$ cat config.mk
export PLATFORM = sky130hd
export DESIGN_NAME = lcd_vt_ctrl
export DESIGN_NICKNAME = d
export VERILOG_FILES = /design/src/rtl/lcd_vt_pkg.sv /design/src/rtl/lcd_vt_regs.sv /design/src/rtl/lcd_vt_frame.sv /design/src/rtl/lcd_vt_pixgate.sv /design/src/rtl/lcd_vt_ctrl.sv
export SDC_FILE = /design/constraint.sdc
export NUM_CORES = 1
export LEC_CHECK = 0
export BUFFER_PORTS_ARGS = -buffer_cell sky130_fd_sc_hd__buf_2
export CAP_MARGIN = 25
export CORE_MARGIN = 5
export CORE_UTILIZATION = 42
export DETAILED_ROUTE_END_ITERATION = 16
export PLACE_DENSITY = 0.95
export SKIP_LAST_GASP = 1
export SLEW_MARGIN = 25
export SYNTH_ARGS = -nofsm -noshare
export SYNTH_HDL_FRONTEND = slang
export SYNTH_SLANG_ARGS = --single-unit
export TNS_END_PERCENT = 100
$ cat constraint.sdc
create_clock -name clk -period 8.85 [get_ports clk]
set_clock_uncertainty 0.2 [all_clocks]
set_input_delay 0 -clock clk [delete_from_list [all_inputs] [get_ports clk]]
set_output_delay 0 -clock clk [all_outputs]
set_load 0.005 [all_outputs]
$ cat src/rtl/lcd_vt_pkg.sv
package lcd_vt_pkg;

    typedef enum logic [1:0] {
        PH_SYNC   = 2'd0,
        PH_BACK   = 2'd1,
        PH_ACTIVE = 2'd2,
        PH_FRONT  = 2'd3
    } vphase_e;

    typedef struct packed {
        logic       wm;
        logic [1:0] vsel;
        logic       pwr;
        logic       en;
    } ctl_t;

    localparam int EN_BIT  = 0;
    localparam int PWR_BIT = 11;
    localparam int SEL_LO  = 12;
    localparam int SEL_HI  = 13;
    localparam int WM_BIT  = 16;

    localparam int FREE_LOW  = 4;
    localparam int FREE_HIGH = 8;

    function automatic logic [31:0] pack_ctl(ctl_t c);
        logic [31:0] w;
        w                 = '0;
        w[EN_BIT]         = c.en;
        w[PWR_BIT]        = c.pwr;
        w[SEL_HI:SEL_LO]  = c.vsel;
        w[WM_BIT]         = c.wm;
        return w;
    endfunction

    function automatic vphase_e next_phase(vphase_e p);
        case (p)
            PH_SYNC:   return PH_BACK;
            PH_BACK:   return PH_ACTIVE;
            PH_ACTIVE: return PH_FRONT;
            default:   return PH_SYNC;
        endcase
    endfunction

    function automatic int free_threshold(logic wm);
        return wm ? FREE_HIGH : FREE_LOW;
    endfunction

endpackage

$ cat src/rtl/lcd_vt_regs.sv
module lcd_vt_regs
    import lcd_vt_pkg::*;
(
    input  logic        clk,
    input  logic        rst,
    input  logic        wr,
    input  logic        addr,
    input  logic [31:0] wdata,
    input  logic        irq_pulse,
    output ctl_t        ctl,
    output logic        stat,
    output logic [31:0] rdata
);

    ctl_t ctl_q;
    logic stat_q;
    logic unused_wbits;

    assign unused_wbits = ^{wdata[31:17], wdata[15:14], wdata[10:1]};

    always_ff @(posedge clk) begin
        if (rst) begin
            ctl_q  <= '0;
            stat_q <= 1'b0;
        end else begin
            if (wr && !addr) begin
                ctl_q.en   <= wdata[EN_BIT];
                // data power accepted only on top of an existing enable
                ctl_q.pwr  <= wdata[PWR_BIT] & wdata[EN_BIT] & ctl_q.en;
                ctl_q.vsel <= wdata[SEL_HI:SEL_LO];
                ctl_q.wm   <= wdata[WM_BIT];
            end
            if (irq_pulse)
                stat_q <= 1'b1;
            else if (wr && addr && wdata[0])
                stat_q <= 1'b0;
        end
    end

    always_comb begin
        if (addr)
            rdata = {31'b0, stat_q};
        else
            rdata = pack_ctl(ctl_q);
    end

    assign ctl  = ctl_q;
    assign stat = stat_q;

endmodule

$ cat src/rtl/lcd_vt_frame.sv
module lcd_vt_frame
    import lcd_vt_pkg::*;
#(
    parameter int LINE_W = 10
) (
    input  logic              clk,
    input  logic              rst,
    input  logic              en,
    input  logic              line_tick,
    input  logic [1:0]        sel,
    input  logic [LINE_W-1:0] len_sync,
    input  logic [LINE_W-1:0] len_back,
    input  logic [LINE_W-1:0] len_active,
    input  logic [LINE_W-1:0] len_front,
    output logic [1:0]        phase,
    output logic              irq
);

    localparam int CW = LINE_W + 1;

    vphase_e           phase_q;
    vphase_e           phase_nx;
    logic [LINE_W-1:0] cnt_q;
    logic [LINE_W-1:0] cur_len;
    logic              at_end;
    logic              irq_q;

    always_comb begin
        case (phase_q)
            PH_SYNC:   cur_len = len_sync;
            PH_BACK:   cur_len = len_back;
            PH_ACTIVE: cur_len = len_active;
            default:   cur_len = len_front;
        endcase
        // zero length behaves as one line
        at_end   = (CW'(cnt_q) + CW'(1)) >= CW'(cur_len);
        phase_nx = next_phase(phase_q);
    end

    always_ff @(posedge clk) begin
        if (rst || !en) begin
            phase_q <= PH_SYNC;
            cnt_q   <= '0;
            irq_q   <= 1'b0;
        end else begin
            irq_q <= 1'b0;
            if (line_tick) begin
                if (at_end) begin
                    phase_q <= phase_nx;
                    cnt_q   <= '0;
                    irq_q   <= (phase_nx == vphase_e'(sel));
                end else begin
                    cnt_q <= cnt_q + 1'b1;
                end
            end
        end
    end

    assign phase = phase_q;
    assign irq   = irq_q;

endmodule

$ cat src/rtl/lcd_vt_pixgate.sv
module lcd_vt_pixgate
    import lcd_vt_pkg::*;
#(
    parameter int COLOR_W = 6,
    parameter int SLOT_W  = 5
) (
    input  logic                 clk,
    input  logic                 rst,
    input  logic                 en,
    input  logic                 pwr,
    input  logic                 wm,
    input  logic [3*COLOR_W-1:0] pix_data,
    input  logic [SLOT_W-1:0]    free_slots,
    output logic [COLOR_W-1:0]   out_r,
    output logic [COLOR_W-1:0]   out_g,
    output logic [COLOR_W-1:0]   out_b,
    output logic                 rd_req
);

    localparam int NCH = 3;

    logic                data_on;
    logic [COLOR_W-1:0]  chan [NCH];
    logic                req_q;
    logic [SLOT_W:0]     thresh;

    assign data_on = en & pwr;

    for (genvar c = 0; c < NCH; c++) begin : g_chan
        assign chan[c] = data_on ? pix_data[c*COLOR_W +: COLOR_W] : '0;
    end

    assign out_b = chan[0];
    assign out_g = chan[1];
    assign out_r = chan[2];

    assign thresh = (SLOT_W+1)'(free_threshold(wm));

    always_ff @(posedge clk) begin
        if (rst)
            req_q <= 1'b0;
        else
            req_q <= en && ({1'b0, free_slots} >= thresh);
    end

    assign rd_req = req_q;

endmodule

$ cat src/rtl/lcd_vt_ctrl.sv
module lcd_vt_ctrl
    import lcd_vt_pkg::*;
#(
    parameter int LINE_W     = 10,
    parameter int COLOR_W    = 6,
    parameter int FIFO_DEPTH = 16,
    localparam int SLOT_W    = $clog2(FIFO_DEPTH + 1),
    localparam int PIX_W     = 3 * COLOR_W
) (
    input  logic               clk,
    input  logic               rst,
    input  logic               reg_wr,
    input  logic               reg_addr,
    input  logic [31:0]        reg_wdata,
    output logic [31:0]        reg_rdata,
    input  logic               line_tick,
    input  logic [LINE_W-1:0]  len_sync,
    input  logic [LINE_W-1:0]  len_back,
    input  logic [LINE_W-1:0]  len_active,
    input  logic [LINE_W-1:0]  len_front,
    output logic [1:0]         frame_phase,
    output logic               vcmp_irq,
    input  logic [PIX_W-1:0]   pix_data,
    input  logic [SLOT_W-1:0]  fifo_free,
    output logic               fifo_rd_req,
    output logic [COLOR_W-1:0] lcd_r,
    output logic [COLOR_W-1:0] lcd_g,
    output logic [COLOR_W-1:0] lcd_b
);

    ctl_t       ctl;
    logic       stat_q;
    logic       ctl_en;
    logic       ctl_pwr;
    logic [1:0] ctl_sel;

    assign ctl_en  = ctl.en;
    assign ctl_pwr = ctl.pwr;
    assign ctl_sel = ctl.vsel;

    lcd_vt_regs i_regs (
        .clk       (clk),
        .rst       (rst),
        .wr        (reg_wr),
        .addr      (reg_addr),
        .wdata     (reg_wdata),
        .irq_pulse (vcmp_irq),
        .ctl       (ctl),
        .stat      (stat_q),
        .rdata     (reg_rdata)
    );

    lcd_vt_frame #(.LINE_W(LINE_W)) i_frame (
        .clk        (clk),
        .rst        (rst),
        .en         (ctl.en),
        .line_tick  (line_tick),
        .sel        (ctl.vsel),
        .len_sync   (len_sync),
        .len_back   (len_back),
        .len_active (len_active),
        .len_front  (len_front),
        .phase      (frame_phase),
        .irq        (vcmp_irq)
    );

    lcd_vt_pixgate #(.COLOR_W(COLOR_W), .SLOT_W(SLOT_W)) i_pix (
        .clk        (clk),
        .rst        (rst),
        .en         (ctl.en),
        .pwr        (ctl.pwr),
        .wm         (ctl.wm),
        .pix_data   (pix_data),
        .free_slots (fifo_free),
        .out_r      (lcd_r),
        .out_g      (lcd_g),
        .out_b      (lcd_b),
        .rd_req     (fifo_rd_req)
    );

endmodule

-- After elaboration in Yosys (flattened, before gate mapping)
Index checks and enable logic that the tools add are counted.
- equality and inequality tests: 3
- reductions and logical operators: 11
- add/sub/neg operators: 2
- mux-type cells: 10
- $lt $le $gt $ge: 2
- bitwise logic cells: 5
- operators with widths (cell ; count):
    case mux 10 bit (3 select lines) ; 1
    two-way mux 6 bit ; 3
    two-way mux 17 bit ; 1
    adder 10 x 1 -> 11 bit (second input constant) ; 1
    greater-or-equal comparator 11 x 10 -> 1 bit ; 1
    adder 10 x 1 -> 10 bit (second input constant) ; 1
    two-way mux 10 bit ; 1
    greater-or-equal comparator 5 x 6 -> 1 bit ; 1
    case mux 2 bit (3 select lines) ; 1
    logical AND 1 bit ; 4
    two-way mux 4 bit ; 1
    AND 1 bit ; 3
    OR reduction 3 bit ; 1
    == test 2 x 1 -> 1 bit (second input constant) ; 1
    == test 2 bit ; 1
    == test 2 bit (second input constant) ; 1
    zero test 1 bit ; 2
    zero test 2 bit ; 1
    two-way mux 1 bit ; 2
    inverter 1 bit ; 2
    AND reduction 2 bit ; 1
    nonzero test 2 bit ; 1
    logical OR 1 bit ; 1
- flip-flop bits (word level): 20
- output and inout port bits: 54
- word-level logic and storage cells: 42
- input port bits: 100

-- Longest topological paths before layout
Gate-level depths: netlist of the first run.
- word-level depth: 5
- depth in mapped cells: 12
- gate-level depth less buffers: 11

-- Hierarchy
Synthesis of the first run repeated with hierarchy kept, for this count alone.
- cell total of the unflattened synthesis: 246
- area, all modules: 1978.1 um^2
- modules (own cells, without submodules) (module ; area each (um^2) ; instances ; cells an instance ; sequential area each (um^2)):
    lcd_vt_frame ; 1280.0 ; 1 ; 161 ; 260.2
    lcd_vt_regs ; 483.0 ; 1 ; 55 ; 120.1
    lcd_vt_pixgate ; 215.2 ; 1 ; 30 ; 20.0

-- Worst setup path before layout of the first run
Ideal clock, no wire load.
- path kind: reg-to-reg
- from: reg i_frame.phase_q[0], in the netlist i_frame.phase[0]
- to: reg i_frame.cnt_q[2]
- cell stages (with the launch flop): 13
- required time: 8.562 ns
- setup slack: 5.840 ns
- path buffers: 1
- data arrival time: 2.722 ns
- path through: dfxtp_1 > inv_1 > ha_1 > clkbuf_1 > a222oi_1 > nand2_1 > o21ai_0 > ha_1 > and3_1 > a221o_1 > a41oi_2 > o22ai_2 > nor4_2
- cells in the longest elaborated chain, start to end: 4
- elaborated cells on any way between the ends: 6
- ends and longest elaborated chain (what ; RTL line ; source):
    from (decl) ; lcd_vt_frame.sv:21 ; vphase_e phase_q;
    from (signal assigned) ; lcd_vt_frame.sv:49 ; phase_q <= phase_nx;
    == test 2 bit, or another cell as far along ; lcd_vt_frame.sv:29 ; case (phase_q)
    case mux 10 bit (3 select lines) * ; lcd_vt_frame.sv:29 ;
    greater-or-equal comparator 11 x 10 -> 1 bit * ; lcd_vt_frame.sv:36 ; at_end = (CW'(cnt_q) + CW'(1)) >= CW'(cur_len);
    two-way mux 10 bit * ; lcd_vt_frame.sv:48 ; if (at_end) begin
    to (signal assigned) ; lcd_vt_frame.sv:53 ; cnt_q <= cnt_q + 1'b1;
    to (decl) ; lcd_vt_frame.sv:23 ; logic [LINE_W-1:0] cnt_q;
Every way passes the cells marked *; elsewhere a longest branch is shown, timed or not.
A chain may end at the register's enable or synchronous reset.

-- Worst setup path after layout of the first run
- from: reg i_frame.phase_q[0], in the netlist i_frame.phase[0]
- to: reg i_frame.cnt_q[7]
Same word-level chain as after synthesis.

==> results of run 1 <==
-- cells by family (layout without fill, tap and decap cells) --
family / after synthesis / after routing / share of synthesized area
muxes: 6 / 6 / 0.0327
DFF: 20 / 20 / 0.213
buffers and inverters: 52 / 125 / 0.160
adders and majority gates: 17 / 17 / 0.113
and+or+nand+nor: 87 / 87 / 0.241
xor gates and xnor gates: 10 / 10 / 0.0467
AOI/OAI and AO/OA: 47 / 47 / 0.191
other: 1 / 27 / 0.00200
-- power by group through the flow --
stage / combinational [uW] / sequential, uW / clock [uW]
detailed placement: 34.8 / 94.8 / 0
finish: 40.3 / 92.7 / 69.4
CTS: 39.3 / 92.7 / 71.8
global placement: 33.1 / 94.7 / 0
global route: 45.4 / 93.1 / 75.9
floorplan: 25.6 / 93.8 / 0
-- worst paths after layout --
kind / start / cells after the start / endpoint / slack [ns]
setup reg to reg: i_frame.phase[0] / 11 / i_frame.cnt_q[7] / 5.51
hold / removal: pix_data[0] / 3 / lcd_b[0] / 0.11
setup / recovery: i_frame.phase[0] / 11 / i_frame.cnt_q[7] / 5.51
hold reg to reg: i_regs.stat / 2 / i_regs.stat / 0.32
-- per-layer routing --
layer,wire length (um),track usage,part of all wire
met5,0,0,0
met4,69,0.0594,0.012
met3,443,0.0574,0.080
met1,2000,0.182,0.36
met2,3040,0.350,0.55
-- layout by cell type (no fill, tap or decap), drive strengths merged, types with 2 or more instances in the layout --
master       Yosys  final
a21o             3      3
a21oi            6      6
a222oi          10     10
a31oi            2      2
and3            22     22
and4             3      3
buf             30     99
clkbuf          14      4
conb             1     27
dfxtp           20     20
dlygate4sd3      0     14
ha              17     17
inv              8      8
mux2i            5      5
nand2           25     25
nand2b           2      2
nand3           14     14
nand4            2      2
nor2            10     10
nor2b            6      6
o21ai           15     15
o22ai            4      4
o32ai            2      2
xnor2            6      6
xor2             4      4
-- metrics by stage --
stage               instance area [sq um]   util  worst slack (ns)  hold WS, ns  power, uW
finish                               2460  0.565              5.51        0.108        202
global route                         2460  0.565              5.20        0.120        214
CTS                                  2460  0.565              5.51        0.108        204
detailed placement                   2260  0.520              5.55       0.0278        130
global placement                     2260  0.520              5.71       0.0135        128
floorplan                            1970      -              5.84       -0.173        119
-- flip-flops by register name, indices dropped and copies added, names as in the netlist --
| register | flops |
|---|---|
| i_frame.cnt_q | 10 |
| i_regs.ctl | 5 |
| i_frame.phase | 2 |
| i_frame.irq | 1 |
| i_pix.rd_req | 1 |
| i_regs.stat | 1 |
-- worst register-to-register path, stage by stage, from the launching register on --
cell,delay [ns]
dfxtp_1,0.44
inv_1,0.09
ha_1,0.36
a222oi_1,0.38
nand2_1,0.08
o21ai_0,0.12
ha_1,0.30
a21o_1,0.16
a221o_1,0.35
a41oi_2,0.29
o21ai_2,0.19
o32ai_1,0.29
-- area by class of cell --
type / instances / share of cell area
sequential: 20 / 0.163
timing repair buffer: 113 / 0.259
tap: 52 / 0.0265
multi-input combinational: 194 / 0.518
inverter: 8 / 0.0122
clock buffer: 4 / 0.0224
==> metrics.cfg, run 1 <==
[synthesis]
ys_ff_latch = 20
syn-cell-area_sq_um = 1880
synth_cells = 240
yosysWarnings = 0
ys_top_cells_by_count = buf_4 (27), nand2_1 (25), and3_1 (22), dfxtp_1 (20), ha_1 (17)
synth_top_area_share = 0.213
synth_edf_count = 0
syn_area_per_cell_sq_um = 7.81
ys_types = 37
yosysTopAreaCell = dfxtp_1
synthArstFlopShare = 0
ys_seq_area_frac = 0.213
ys.flop_type = dfxtp_1
yosysMostFrequentCell = buf_4
synth.area.top_cells = dfxtp_1 (21%), ha_1 (11%), buf_4 (11%)

[critical_path]
path_max_fanout = 11
cp_cell_sequence = inv_1 -> ha_1 -> a222oi_1 -> nand2_1 -> o21ai_0 -> ha_1 -> a21o_1 -> a221o_1 -> a41oi_2 -> o21ai_2 -> o32ai_1
startpoint_type = flop
slowest_stage = dfxtp_1
crit_arrival_ns = 3.30
cp.buffers_inverters = 1
setup.worst_path.class = flop to flop
path_common_cell = ha_1
end_kind = flop
critical_path.max_stage_delay_ns = 0.44
crit_required_ns = 8.81
cp_top_family = compound AO/OA/AOI/OAI gates

[cells_and_area]
fin_cells = 391
seqCellArea_sq_um = 400
layout-drive-gt1-share = 0.322
antenna_cells = 0
final_nets = 457
fill_cells = 400
multi_input_area_sq_um = 1270
syn2layout_area_growth_pct = 31.1

[placed_design]
port_buffers = 99
gp_congestion = 0.814
place_inst = 373
hpwl_mm = 4.34

[floorplan]
fp-row-count = 24
start_util = 0.431
die_h_um = 76.8
dieArea_sq_um = 5900
io_pins = 154
fp.dieW_um = 76.8
fp.coreArea_sq_um = 4350

[route]
drt_iter0_drc = 141
wl_per_cell_um = 14.2
dr.pass1.iters = 5
wl_mm = 5.55
ant_nets = 0
drc_errors = 0
vias = 2089
vias_per_cell = 5.34

[power_and_ir_drop]
combinationalPowerShare = 0.199
leakagePower_uw = 0.00135
swShare = 0.246
power.internal_uw = 153
pwr-share-seq = 0.458
ir_drop_v = 0.0000925
powerDensity_nw_per_um2 = 82.3
switching_power_uw = 49.9
pwr-share-clk = 0.343

[min_path]
hold_class = input port to output pin

[timing]
finalCritPeriodShare = 0.377
rsz0062_at_grt = no
setup_tns_ns = 0
period_minus_slack_ns = 3.34
worstMarginPinSlew_ns = 0.864
clock.fmax_mhz = 300
setup_viol = 0
relSlewSlack = 0.423
drv_slew = 0
hold_viol_final = 0

[cts]
path_clk_slew_ns = 0.07
hold_buffers = 14
htreeDepth = 1
cts_made_buffers = 3
cts_root_buffer = clkbuf_8
post_cts_buffers = 0
clock-sinks = 20
clock_latency_ns = 0.26
cts_resized = 0
clk_path_buf_depth = 2
cts_tree = built

[global_routing]
grt.total_usage = 0.182
antenna_found_initial = 0
grt_max_degree = 24
grt-ovfl-total = 0
grt_pass1_wl_mm = 9.23
grt_pass1_vias = 2162

[run_status]
outcome = finished clean

[run]
max_cap_violations = 0

No activity file was read; power rests on OpenSTA's default activity.
==> run 2: changes to the inputs <==
--- a/config.mk
+++ b/config.mk
@@ -8,9 +8,9 @@
 export BUFFER_PORTS_ARGS = -buffer_cell sky130_fd_sc_hd__buf_2
 export CAP_MARGIN = 25
 export CORE_MARGIN = 5
-export CORE_UTILIZATION = 42
+export CORE_UTILIZATION = 39
 export DETAILED_ROUTE_END_ITERATION = 16
-export PLACE_DENSITY = 0.95
+export PLACE_DENSITY = 0.9
 export SKIP_LAST_GASP = 1
 export SLEW_MARGIN = 25
 export SYNTH_ARGS = -nofsm -noshare
==> constraint.sdc (replaced) <==
create_clock -name clk -period 3.3 [get_ports clk]
set_clock_uncertainty 0.2 [all_clocks]
set_input_delay 0 -clock clk [delete_from_list [all_inputs] [get_ports clk]]
set_output_delay 0 -clock clk [all_outputs]
set_load 0.005 [all_outputs]
==> metrics.cfg, run 2 (same netlist as run 1, synthesis figures left out) <==
[floorplan]
fp-row-count = 25
fp.coreArea_sq_um = 4690
fp.dieW_um = 79.3
start_util = 0.400
dieArea_sq_um = 6300
die_h_um = 79.3
io_pins = 154

[cells_and_area]
final_common_cell = buf_2
final_cell_mix = buf_2 (99), conb_1 (27), nand2_1 (25), and3_1 (22), dfxtp_1 (20)
seqCellArea_sq_um = 400
final_nets = 460
largest_reg_flops = 10
fin_area_sq_um = 2530
fin_cells = 396
multi_input_area_sq_um = 1300
antenna_cells = 0
fill_cells = 447
layout-drive-gt1-share = 0.339
syn2layout_area_growth_pct = 34.8
regMostFlops = i_frame.cnt_q

[cts]
clk_path_buf_depth = 2
clock-sinks = 20
htreeDepth = 1
cts_made_buffers = 3
cts_root_buffer = clkbuf_8
path_clk_slew_ns = 0.08
clock_latency_ns = 0.26
cts_tree = built

[route]
vias_per_cell = 5.36
drt_iter0_drc = 153
wl_per_cell_um = 13.4
dr.pass1.iters = 5
drc_errors = 0
ant_nets = 0
vias = 2122
wl_mm = 5.32

[min_path]
hp-start = pix_data[5]
min_path_cells = 3
hold_class = input port to output pin
min_to = lcd_b[5]

[timing]
worstMarginPinSlew_ns = 0.867
hold_viol_final = 0
relSlewSlack = 0.421
clock.fmax_mhz = 318
whs_ns = 0.109
finalCritPeriodShare = 0.953
postLayoutSetupSlackWorst_ns = 0.154
drv_slew = 0
period_minus_slack_ns = 3.15
rsz0062_at_grt = yes
setup_viol = 0

[placed_design]
pre_cts_ws_ns = 0.123
port_buffers = 99
hpwl_mm = 4.19
placed_cell_area_sq_um = 2280
place_inst = 377
gp_congestion = 0.852

[critical_path]
cp_top_family = compound AO/OA/AOI/OAI gates
crit_cells = 11
timing.rr.end = i_frame.cnt_q[2]
setup.worst_path.class = flop to flop
critical_path.max_stage_delay_ns = 0.40
startpoint_type = flop
crit_arrival_ns = 3.13
end_kind = flop
slowest_stage = dfxtp_1
reg2reg_depth = 11
crit_required_ns = 3.28
path_max_fanout = 11
r2r_start = i_frame.phase[0]
reg2reg_setup_slack_ns = 0.15
cp_cell_sequence = inv_1 -> ha_2 -> a222oi_1 -> nand2_1 -> o21ai_0 -> ha_1 -> and3_1 -> a221o_1 -> a41oi_4 -> o22ai_2 -> nor4_2
cp.buffers_inverters = 1

[global_routing]
grt_max_degree = 24
grt_pass1_wl_mm = 8.38
antenna_found_initial = 0
grt.total_usage = 0.159
grt_pass1_vias = 2010
grt-ovfl-total = 0

[power_and_ir_drop]
powerDensity_nw_per_um2 = 240
finalPower_uw = 607
ir_drop_v = 0.000238
leakagePower_uw = 0.00137

[run]
max_cap_violations = 0

[run_status]
outcome = finished clean

==> run 2: layout make-up <==
class	instances	share of cell area
sequential	20	0.158
inverter	8	0.0119
tap	54	0.0267
timing repair buffer	116	0.260
clock inverter	1	0.0119
clock buffer	3	0.0163
multi-input combinational	194	0.515
==> run 2: layer usage <==
layer / part of all wire / vias to the layer above / GRT usage
met4: 0.018 / 0 / 0.0292
met5: 0 / - / 0
met3: 0.069 / 20 / 0.0340
li1: - / 1016 / -
met1: 0.37 / 982 / 0.166
met2: 0.54 / 104 / 0.322
==> run 2: worst max-delay path by stage <==
stage,from,to
floorplan,i_frame.phase[0],i_frame.cnt_q[2]
global placement,i_frame.phase[0],i_frame.cnt_q[9]
detailed placement,i_frame.phase[0],i_frame.cnt_q[2]
CTS,i_frame.phase[0],i_frame.cnt_q[7]
global route,i_frame.phase[0],i_frame.cnt_q[2]
finish,i_frame.phase[0],i_frame.cnt_q[2]
==> run 2: timing repair <==
action / CTS / global route
hold endpoints to repair: 15 / 0
gates resized for setup: 0 / 6
buffers inserted: 0 / 1
hold buffers: 14 / 0
setup endpoints to repair: 0 / 9
==> run 2: per-stage QoR <==
step | setup TNS (ns) | utilization
after floorplan | 0 | -
after global routing | -0.0452 | 0.539
after CTS | 0 | 0.531
after global placement | 0 | 0.486
final | 0 | 0.539
after detailed placement | 0 | 0.486
==> run 2: power by group <==
group / total, uW / switching [uW] / internal [uW]
logic: 108 / 48.9 / 58.9
registers: 249 / 4.66 / 244
clock network: 250 / 88.3 / 162
total: 607 / 142 / 465
==> run 2: worst min-delay path: stages <==
cell and delay (ns):
buf_2 0.07, and3_1 0.13, buf_2 0.10
==> run 3: changes to the inputs <==
--- a/config.mk
+++ b/config.mk
@@ -8,9 +8,9 @@
 export BUFFER_PORTS_ARGS = -buffer_cell sky130_fd_sc_hd__buf_2
 export CAP_MARGIN = 25
 export CORE_MARGIN = 5
-export CORE_UTILIZATION = 39
+export CORE_UTILIZATION = 42
 export DETAILED_ROUTE_END_ITERATION = 16
-export PLACE_DENSITY = 0.9
+export PLACE_DENSITY = 0.95
 export SKIP_LAST_GASP = 1
 export SLEW_MARGIN = 25
 export SYNTH_ARGS = -nofsm -noshare
==> constraint.sdc (replaced) <==
create_clock -name clk -period 4.1 [get_ports clk]
set_clock_uncertainty 0.2 [all_clocks]
set_input_delay 0 -clock clk [delete_from_list [all_inputs] [get_ports clk]]
set_output_delay 0 -clock clk [all_outputs]
set_load 0.005 [all_outputs]
==> metrics.cfg, run 3 (same netlist as run 1, synthesis figures left out) <==
[run_status]
outcome = finished clean

[global_routing]
grt.total_usage = 0.178
grt_pass1_vias = 2071
antenna_found_initial = 0
grt-ovfl-total = 0
grt_max_degree = 24
grt_pass1_wl_mm = 8.94

[placed_design]
gp_congestion = 0.844
placed_cell_area_sq_um = 2260
hpwl_mm = 4.28
port_buffers = 99

[route]
wl_met3_um = 348
ant_nets = 0
vias_per_cell = 5.13
wl_met2_mm = 2.96
vias = 2005
drt_iter0_drc = 126
drc_errors = 0
dr.pass1.iters = 5
routed.top_layer = met4
wl_mm = 5.37
wl_met1_mm = 1.97
wl_per_cell_um = 13.7

[floorplan]
fp.dieW_um = 76.8
dieArea_sq_um = 5900
die_h_um = 76.8
io_pins = 154
fp-row-count = 24
start_util = 0.431
fp.coreArea_sq_um = 4350

[cells_and_area]
final_nets = 457
layout-drive-gt1-share = 0.322
regMostFlops = i_frame.cnt_q
syn2layout_area_growth_pct = 31.1
fin_area_sq_um = 2460
fin_util = 0.565
antenna_cells = 0
final_cell_mix = buf_2 (99), conb_1 (27), nand2_1 (25), and3_1 (22), dfxtp_1 (20)
final_common_cell = buf_2
largest_reg_flops = 10

[critical_path]
critical_path.max_stage_delay_ns = 0.44
crit_arrival_ns = 3.33
path_max_fanout = 11
setup.worst_path.class = flop to flop
crit_required_ns = 4.07
end_kind = flop
startpoint_type = flop
cp_cell_sequence = inv_1 -> ha_1 -> a222oi_1 -> nand2_1 -> o21ai_0 -> ha_1 -> a21o_1 -> a221o_1 -> a41oi_2 -> o22ai_2 -> nor4_2
slowest_stage = dfxtp_1
path_common_cell = ha_1

[timing]
relSlewSlack = 0.412
hold_viol_final = 0
clock.fmax_mhz = 298
setup_tns_ns = 0
setup_viol = 0
period_minus_slack_ns = 3.35
finalCritPeriodShare = 0.818
worstMarginPinSlew_ns = 0.881
drv_slew = 0
rsz0062_at_grt = no

[cts]
clock_latency_ns = 0.25
cts_root_buffer = clkbuf_8
post_cts_buffers = 0
clk_path_buf_depth = 2
cts_tree = built
cts_made_buffers = 3
path_clk_slew_ns = 0.07
clock-sinks = 20
htreeDepth = 1

[power_and_ir_drop]
powerDensity_nw_per_um2 = 177
ir_drop_v = 0.000190
leakagePower_uw = 0.00135

[run]
max_cap_violations = 0

[min_path]
hold_class = input port to output pin

==> run 3: per-stage QoR <==
stage	power (uW)	worst slack (ns)	hold WS, ns	cells
detailed placement	280	0.782	0.0303	373
global placement	276	0.955	0.0125	373
CTS	441	0.726	0.108	391
floorplan	258	1.09	-0.173	266
finish	434	0.745	0.108	391
global route	459	0.482	0.127	391
==> run 3: worst max-delay path: cells and delay by family (launching register included) <==
kind	cells	cell delay [ns]
flip-flops	1	0.44
AO/OA/AOI/OAI	6	1.52
buffers and inverters	1	0.10
AND/OR/NAND/NOR	2	0.35
adder cells (fa/ha/maj)	2	0.65
==> run 3: power by group <==
group | internal [uW] | switching (uW)
clock | 85.4 | 62.7
combinational | 47.2 | 38.7
sequential | 197 | 3.62
total | 329 | 105
==> run 3: metal layers <==
layer  up-vias  global-route usage
met5         -                   0
met4         0              0.0594
met3        10              0.0457
met2        77               0.336
met1       910               0.187
li1       1008                   -
==> run 3: final timing paths <==
kind                    startpoint          endpoint  slack [ns]  depth (start not counted)
setup / recovery  i_frame.phase[0]  i_frame.cnt_q[2]        0.75                         11
hold / removal         pix_data[0]          lcd_b[0]        0.11                          3
setup reg to reg  i_frame.phase[0]  i_frame.cnt_q[2]        0.75                         11
hold reg to reg        i_frame.irq       i_regs.stat        0.31                          2
==> run 3: area by class of cell <==
class,count,area (sq um)
clock buffer,4,55.1
inverter,8,30.0
timing repair buffer,113,636
sequential,20,400
fill,394,1900
tap,52,65.1
multi-input combinational,194,1270
==> run 3: timing repair <==
action	CTS	global route
hold buffers	14	0
gates resized for setup	0	0
hold endpoints to repair	15	0
